--- config.mk ---
export PLATFORM = sky130hd
export DESIGN_NAME = seq_watchdog
export DESIGN_NICKNAME = d
export VERILOG_FILES = /design/src/rtl/swd_pkg.sv /design/src/rtl/swd_datapath.sv /design/src/rtl/swd_control.sv /design/src/rtl/seq_watchdog.sv
export SDC_FILE = /design/constraint.sdc
export NUM_CORES = 1
export LEC_CHECK = 0
export BUFFER_PORTS_ARGS = -buffer_cell sky130_fd_sc_hd__clkbuf_2
export CORE_MARGIN = 4
export CORE_UTILIZATION = 52
export DETAILED_ROUTE_END_ITERATION = 6
export PLACE_DENSITY = 0.77
export SLEW_MARGIN = 15
export SYNTH_ARGS = -nofsm -noshare
export SYNTH_HDL_FRONTEND = slang
export SYNTH_HIERARCHICAL = 1
export SYNTH_SLANG_ARGS = --single-unit
--- constraint.sdc ---
create_clock -name clk -period 2.75 [get_ports clk]
set_clock_uncertainty 0.2 [all_clocks]
set_input_delay 0 -clock clk [delete_from_list [all_inputs] [get_ports clk]]
set_output_delay 0 -clock clk [all_outputs]
set_load 0.05 [all_outputs]
--- src/rtl/swd_pkg.sv ---
package swd_pkg;

  typedef enum logic [1:0] {
    CAUSE_NONE  = 2'b00,
    CAUSE_EARLY = 2'b01,
    CAUSE_LATE  = 2'b10,
    CAUSE_SEQ   = 2'b11
  } cause_t;

  typedef struct packed {
    logic   timerClr;
    logic   timerInc;
    logic   seqAdv;
    logic   pulseClr;
    logic   pulseInc;
    logic   causeLoad;
    cause_t causeVal;
  } ctrl_t;

endpackage

--- src/rtl/swd_datapath.sv ---
module swd_datapath
  import swd_pkg::*;
#(
  parameter int CLOSED_CYC  = 8,
  parameter int TIMEOUT_CYC = 20,
  parameter int PULSE_CYC   = 4,
  parameter int SEQ_W       = 8
) (
  input  logic             clk,
  input  logic             rst_n,
  input  ctrl_t            ctrl,
  input  logic [SEQ_W-1:0] clearOperand,
  output logic             inWindow,
  output logic             timerExpire,
  output logic             seqMatch,
  output logic             pulseDone,
  output logic [SEQ_W-1:0] expectSeq,
  output logic [1:0]       rstCause
);

  localparam int TW = $clog2(TIMEOUT_CYC + 1);
  localparam int PW = (PULSE_CYC > 1) ? $clog2(PULSE_CYC) : 1;
  localparam logic [TW-1:0] OPEN_AT  = TW'(CLOSED_CYC);
  localparam logic [TW-1:0] LAST_CNT = TW'(TIMEOUT_CYC - 1);
  localparam logic [PW-1:0] PULSE_LAST = PW'(PULSE_CYC - 1);

  logic [TW-1:0]    timerCnt;
  logic [PW-1:0]    pulseCnt;
  logic [SEQ_W-1:0] seqReg;
  cause_t           causeReg;

  // cycle count since the last restart
  always_ff @(posedge clk or negedge rst_n) begin
    if (!rst_n) begin
      timerCnt <= '0;
    end else if (ctrl.timerClr) begin
      timerCnt <= '0;
    end else if (ctrl.timerInc) begin
      timerCnt <= timerCnt + 1'b1;
    end
  end

  // length of the reset pulse
  always_ff @(posedge clk or negedge rst_n) begin
    if (!rst_n) begin
      pulseCnt <= '0;
    end else if (ctrl.pulseClr) begin
      pulseCnt <= '0;
    end else if (ctrl.pulseInc) begin
      pulseCnt <= pulseCnt + 1'b1;
    end
  end

  // expected sequence value
  always_ff @(posedge clk or negedge rst_n) begin
    if (!rst_n) begin
      seqReg <= '0;
    end else if (ctrl.seqAdv) begin
      seqReg <= seqReg + 1'b1;
    end
  end

  // latched reason for the last reset
  always_ff @(posedge clk or negedge rst_n) begin
    if (!rst_n) begin
      causeReg <= CAUSE_NONE;
    end else if (ctrl.causeLoad) begin
      causeReg <= ctrl.causeVal;
    end
  end

  assign inWindow    = (timerCnt >= OPEN_AT);
  assign timerExpire = (timerCnt == LAST_CNT);
  assign seqMatch    = (clearOperand == seqReg);
  assign pulseDone   = (pulseCnt == PULSE_LAST);
  assign expectSeq   = seqReg;
  assign rstCause    = causeReg;

endmodule

--- src/rtl/swd_control.sv ---
module swd_control
  import swd_pkg::*;
(
  input  logic  clk,
  input  logic  rst_n,
  input  logic  clearStb,
  input  logic  inWindow,
  input  logic  timerExpire,
  input  logic  seqMatch,
  input  logic  pulseDone,
  output ctrl_t ctrl,
  output logic  sysRst
);

  typedef enum logic {ST_RUN, ST_PULSE} state_t;

  state_t state, nextState;
  logic   fault;
  cause_t faultCause;

  // fault decision; a request takes priority over the deadline in the same cycle
  always_comb begin
    fault      = 1'b0;
    faultCause = CAUSE_NONE;
    if (state == ST_RUN) begin
      if (clearStb) begin
        if (!inWindow) begin
          fault      = 1'b1;
          faultCause = CAUSE_EARLY;
        end else if (!seqMatch) begin
          fault      = 1'b1;
          faultCause = CAUSE_SEQ;
        end
      end else if (timerExpire) begin
        fault      = 1'b1;
        faultCause = CAUSE_LATE;
      end
    end
  end

  always_comb begin
    ctrl      = '0;
    nextState = state;
    unique case (state)
      ST_RUN: begin
        if (fault) begin
          nextState      = ST_PULSE;
          ctrl.causeLoad = 1'b1;
          ctrl.causeVal  = faultCause;
          ctrl.timerClr  = 1'b1;
          ctrl.pulseClr  = 1'b1;
        end else if (clearStb) begin
          ctrl.timerClr = 1'b1;
          ctrl.seqAdv   = 1'b1;
        end else begin
          ctrl.timerInc = 1'b1;
        end
      end
      ST_PULSE: begin
        if (pulseDone) begin
          nextState     = ST_RUN;
          ctrl.timerClr = 1'b1;
        end else begin
          ctrl.pulseInc = 1'b1;
        end
      end
      default: nextState = ST_RUN;
    endcase
  end

  always_ff @(posedge clk or negedge rst_n) begin
    if (!rst_n) begin
      state <= ST_RUN;
    end else begin
      state <= nextState;
    end
  end

  assign sysRst = (state == ST_PULSE);

endmodule

--- src/rtl/seq_watchdog.sv ---
module seq_watchdog
  import swd_pkg::*;
#(
  parameter int CLOSED_CYC  = 8,
  parameter int TIMEOUT_CYC = 20,
  parameter int PULSE_CYC   = 4,
  parameter int SEQ_W       = 8
) (
  input  logic             clk,
  input  logic             rst_n,
  input  logic             clearStb,
  input  logic [SEQ_W-1:0] clearOperand,
  output logic             sysRst,
  output logic [SEQ_W-1:0] expectSeq,
  output logic [1:0]       rstCause
);

  ctrl_t ctrl;
  logic  inWindow, timerExpire, seqMatch, pulseDone;

  swd_control ctrl_i (
    .clk         (clk),
    .rst_n       (rst_n),
    .clearStb    (clearStb),
    .inWindow    (inWindow),
    .timerExpire (timerExpire),
    .seqMatch    (seqMatch),
    .pulseDone   (pulseDone),
    .ctrl        (ctrl),
    .sysRst      (sysRst)
  );

  swd_datapath #(
    .CLOSED_CYC  (CLOSED_CYC),
    .TIMEOUT_CYC (TIMEOUT_CYC),
    .PULSE_CYC   (PULSE_CYC),
    .SEQ_W       (SEQ_W)
  ) dp_i (
    .clk          (clk),
    .rst_n        (rst_n),
    .ctrl         (ctrl),
    .clearOperand (clearOperand),
    .inWindow     (inWindow),
    .timerExpire  (timerExpire),
    .seqMatch     (seqMatch),
    .pulseDone    (pulseDone),
    .expectSeq    (expectSeq),
    .rstCause     (rstCause)
  );

endmodule

==> flow_metrics.py <==
metrics = {
    "cts": {
        "cts_resized": 0,
        "cts_setup_buffers": 0,
        "clk_pin_slew_worst_paths_ns": 0.10,
        "cts_made_buffers": 3,
        "cts_tree": "done",
        "h-tree-depth": 1,
        "clockBufferDepth": 2,
        "cts_root_buf": "clkbuf_4",
        "numClockSinks": 18,
        "cts-hold-fix-buffers": 3,
        "insertion_delay_ns": 0.29,
    },
    "synth": {
        "yosysTopAreaCellShare_pct": 46.69,
        "yosys_register_bits": 18,
        "synth_top_area_cell": "dfrtp_1",
        "syn_nets": 104,
        "synth_cells": 89,
        "yosysUniqueCellTypes": 22,
        "synth_area_um2": 964.7,
        "synth_area_leaders": "dfrtp_1, xnor2_1, xor2_1",
        "syn_area_per_cell_um2": 10.84,
        "yosysWarnings": 6,
        "yosysSeqAreaShare_pct": 46.69,
    },
    "floorplan": {
        "rows": 15,
        "die_y_um": 51.07,
        "start_util_pct": 55.27,
        "core_um2": 1745,
        "die_w_um": 51.07,
        "num_io_pins": 22,
        "die_area_um2": 2608,
    },
    "sta": {
        "tightest_slew_ns": 0.7905,
        "period_share_pct": 87.40,
        "grt_setup_unrepaired": "no",
        "fin_crit_ns": 2.404,
        "timing.final.ws_setup_ns": 0.3464,
        "slew_headroom_pct": 47.13,
        "setup_viol": 0,
        "slew_viol_final": 0,
        "final_hold_viol_count": 0,
        "timing.fmax_mhz": 416.0,
        "final.setup.tns_ns": 0,
    },
    "routing": {
        "ant_nets": 0,
        "drc": 0,
        "firstDrtPassIters": 2,
        "routed_wl_um": 1740,
        "drtIter0Drc": 14,
        "wl_per_cell_um": 12.25,
        "via_per_inst": 4.993,
        "via_count": 709,
    },
    "hold_path": {
        "hold-path-cell-count": 6,
        "holdCritPathClass": "in2reg",
        "min_to": "dp_i/rstCause[0]$_DFFE_PN0P_",
        "hold_start": "clearOperand[1]",
    },
    "pwr": {
        "cellLeakagePower_uw": 0.0005742,
        "peakVddDrop_mv": 0.3542,
        "power.density_nw_per_um2": 644.5,
    },
    "grt": {
        "antenna_found_initial": 0,
        "overflow": 0,
        "grt_first_pass_wirelength_um": 3022,
        "grt_pass1_vias": 714,
        "track_usage_pct": 15.20,
        "grt_max_degree": 19,
    },
    "finish": {
        "final_util_pct": 66.88,
        "syn_to_final_growth_pct": 21.01,
        "nNetsFinal": 133,
        "drive_gt1_share_pct": 29.06,
        "antennaDiodeCount": 0,
        "stdcell_count": 142,
    },
    "setup_path": {
        "reg2reg_depth": 8,
        "r2r_start": "dp_i/expectSeq[4]$_DFFE_PN0P_",
        "crit_type": "reg2reg",
        "cp_max_fo": 6,
        "reg2reg_setup_slack_ns": 0.35,
        "cp-start-kind": "flop",
        "worstPathArrival_ns": 2.42,
        "crit_path_end_kind": "flop",
        "required_ns": 2.76,
        "r2r_end": "dp_i/expectSeq[7]$_DFFE_PN0P_",
    },
    "run": {
        "drv_cap": 0,
    },
    "place": {
        "numPortBuffers": 21,
        "gp_congestion": 0.7330,
        "hpwlAfterDp_um": 1355,
        "post-place-ws_ns": 0.3980,
        "placedCellCount": 135,
    },
    "outcome": {
        "status": "finished, final reports clean",
    },
}
==> layout by cell type, fill, tap and decap left out, types with 2 or more instances in the layout <==
cell type	netlist	final
clkbuf_4	0	3
nand2_1	5	5
nand4_1	6	6
a21oi_1	2	2
inv_1	3	3
dlygate4sd3_1	0	3
dfrtp_1	18	18
mux2_2	3	3
nor2_1	12	12
xor2_1	6	6
nand2b_1	3	3
nor3_1	2	2
mux2i_1	2	2
xnor2_1	14	14
clkbuf_2	0	21
ha_1	4	4
==> routing by layer <==
metal  GRT usage, %  vias up  share of wire (%)  routed length [um]
li1               -      353                  -                   -
met1          18.96      345                 45                 776
met2          25.54       11                 52                 903
met3          3.499        0                3.4                  60
met4          5.381        0                  0                   0
met5              0        -                  0                   0
==> cells in the mapped netlist, drive strengths merged <==
cell type and number:
buf 1, mux2i 2, nand2 5, mux2 3, a21oi 2, xnor2 14
xor2 6, ha 4, nor2 12, nand3b 1, nand4 7, dfrtp 18
or2 1, o31ai 1, and3 2, nor4bb 1, inv 3, nand2b 3
nor3 3
==> sequential cells by signal (all words and copies together) (netlist names) <==
signal	cells
ctrl_i/sysRst	1
dp_i/pulseCnt	2
dp_i/rstCause	2
dp_i/timerCnt	5
dp_i/expectSeq	8
==> worst max-delay path, stage by stage, from the launching register on <==
cell and delay (ns):
dfrtp_1 0.45, xnor2_1 0.21, nand4_1 0.11, nor2_1 0.25, nand2_1 0.08, nor2_1 0.40, nand4_2 0.22, nor3_2 0.23
xor2_1 0.17
==> worst max-delay path by stage <==
stage	depth (start not counted)	start	endpoint	slack (ns)
floorplan	8	dp_i/expectSeq[2]$_DFFE_PN0P_	dp_i/expectSeq[7]$_DFFE_PN0P_	0.39
global placement	8	dp_i/expectSeq[4]$_DFFE_PN0P_	dp_i/expectSeq[7]$_DFFE_PN0P_	0.47
detailed placement	8	dp_i/expectSeq[4]$_DFFE_PN0P_	dp_i/expectSeq[7]$_DFFE_PN0P_	0.40
CTS	8	dp_i/expectSeq[2]$_DFFE_PN0P_	dp_i/expectSeq[7]$_DFFE_PN0P_	0.37
global route	8	dp_i/expectSeq[4]$_DFFE_PN0P_	dp_i/expectSeq[7]$_DFFE_PN0P_	0.13
finish	8	dp_i/expectSeq[4]$_DFFE_PN0P_	dp_i/expectSeq[7]$_DFFE_PN0P_	0.35
==> kinds of logic after synthesis <==
logic type / synth area share, %
muxes: 5.577
buffers and inverters: 1.946
adders and majority gates: 5.188
AOI/OAI and AO/OA: 2.334
xor gates and xnor gates: 18.16
DFF: 46.69
and+or+nand+nor: 20.11
==> layout make-up <==
| class | instances | area (um2) |
|---|---|---|
| Clock buffer | 4 | 36.28 |
| Fill cell | 153 | 578.1 |
| Inverter | 3 | 11.26 |
| Multi-Input combinational cell | 67 | 495.5 |
| Sequential cell | 18 | 450.4 |
| Tap cell | 25 | 31.28 |
| Timing Repair Buffer | 25 | 142.6 |
==> stage by stage <==
stage          cell area, um2  hold WS (ns)  power (uW)
5_1_grt                  1167        0.1708       810.2
3_5_place_dp             1101       -0.2378       597.5
6_report                 1167        0.1331       752.3
2_1_floorplan           964.7       -0.4956       535.3
4_1_cts                  1167        0.1196       766.0
3_3_place_gp             1101       -0.2387       588.2
==> power breakdown <==
group	internal, uW	total (uW)	switching, uW
registers	305	344	39.1
clock network	80.6	159	78.5
logic	98.6	249	150
total	485	752	268
Power figures use the tool's default switching activity.
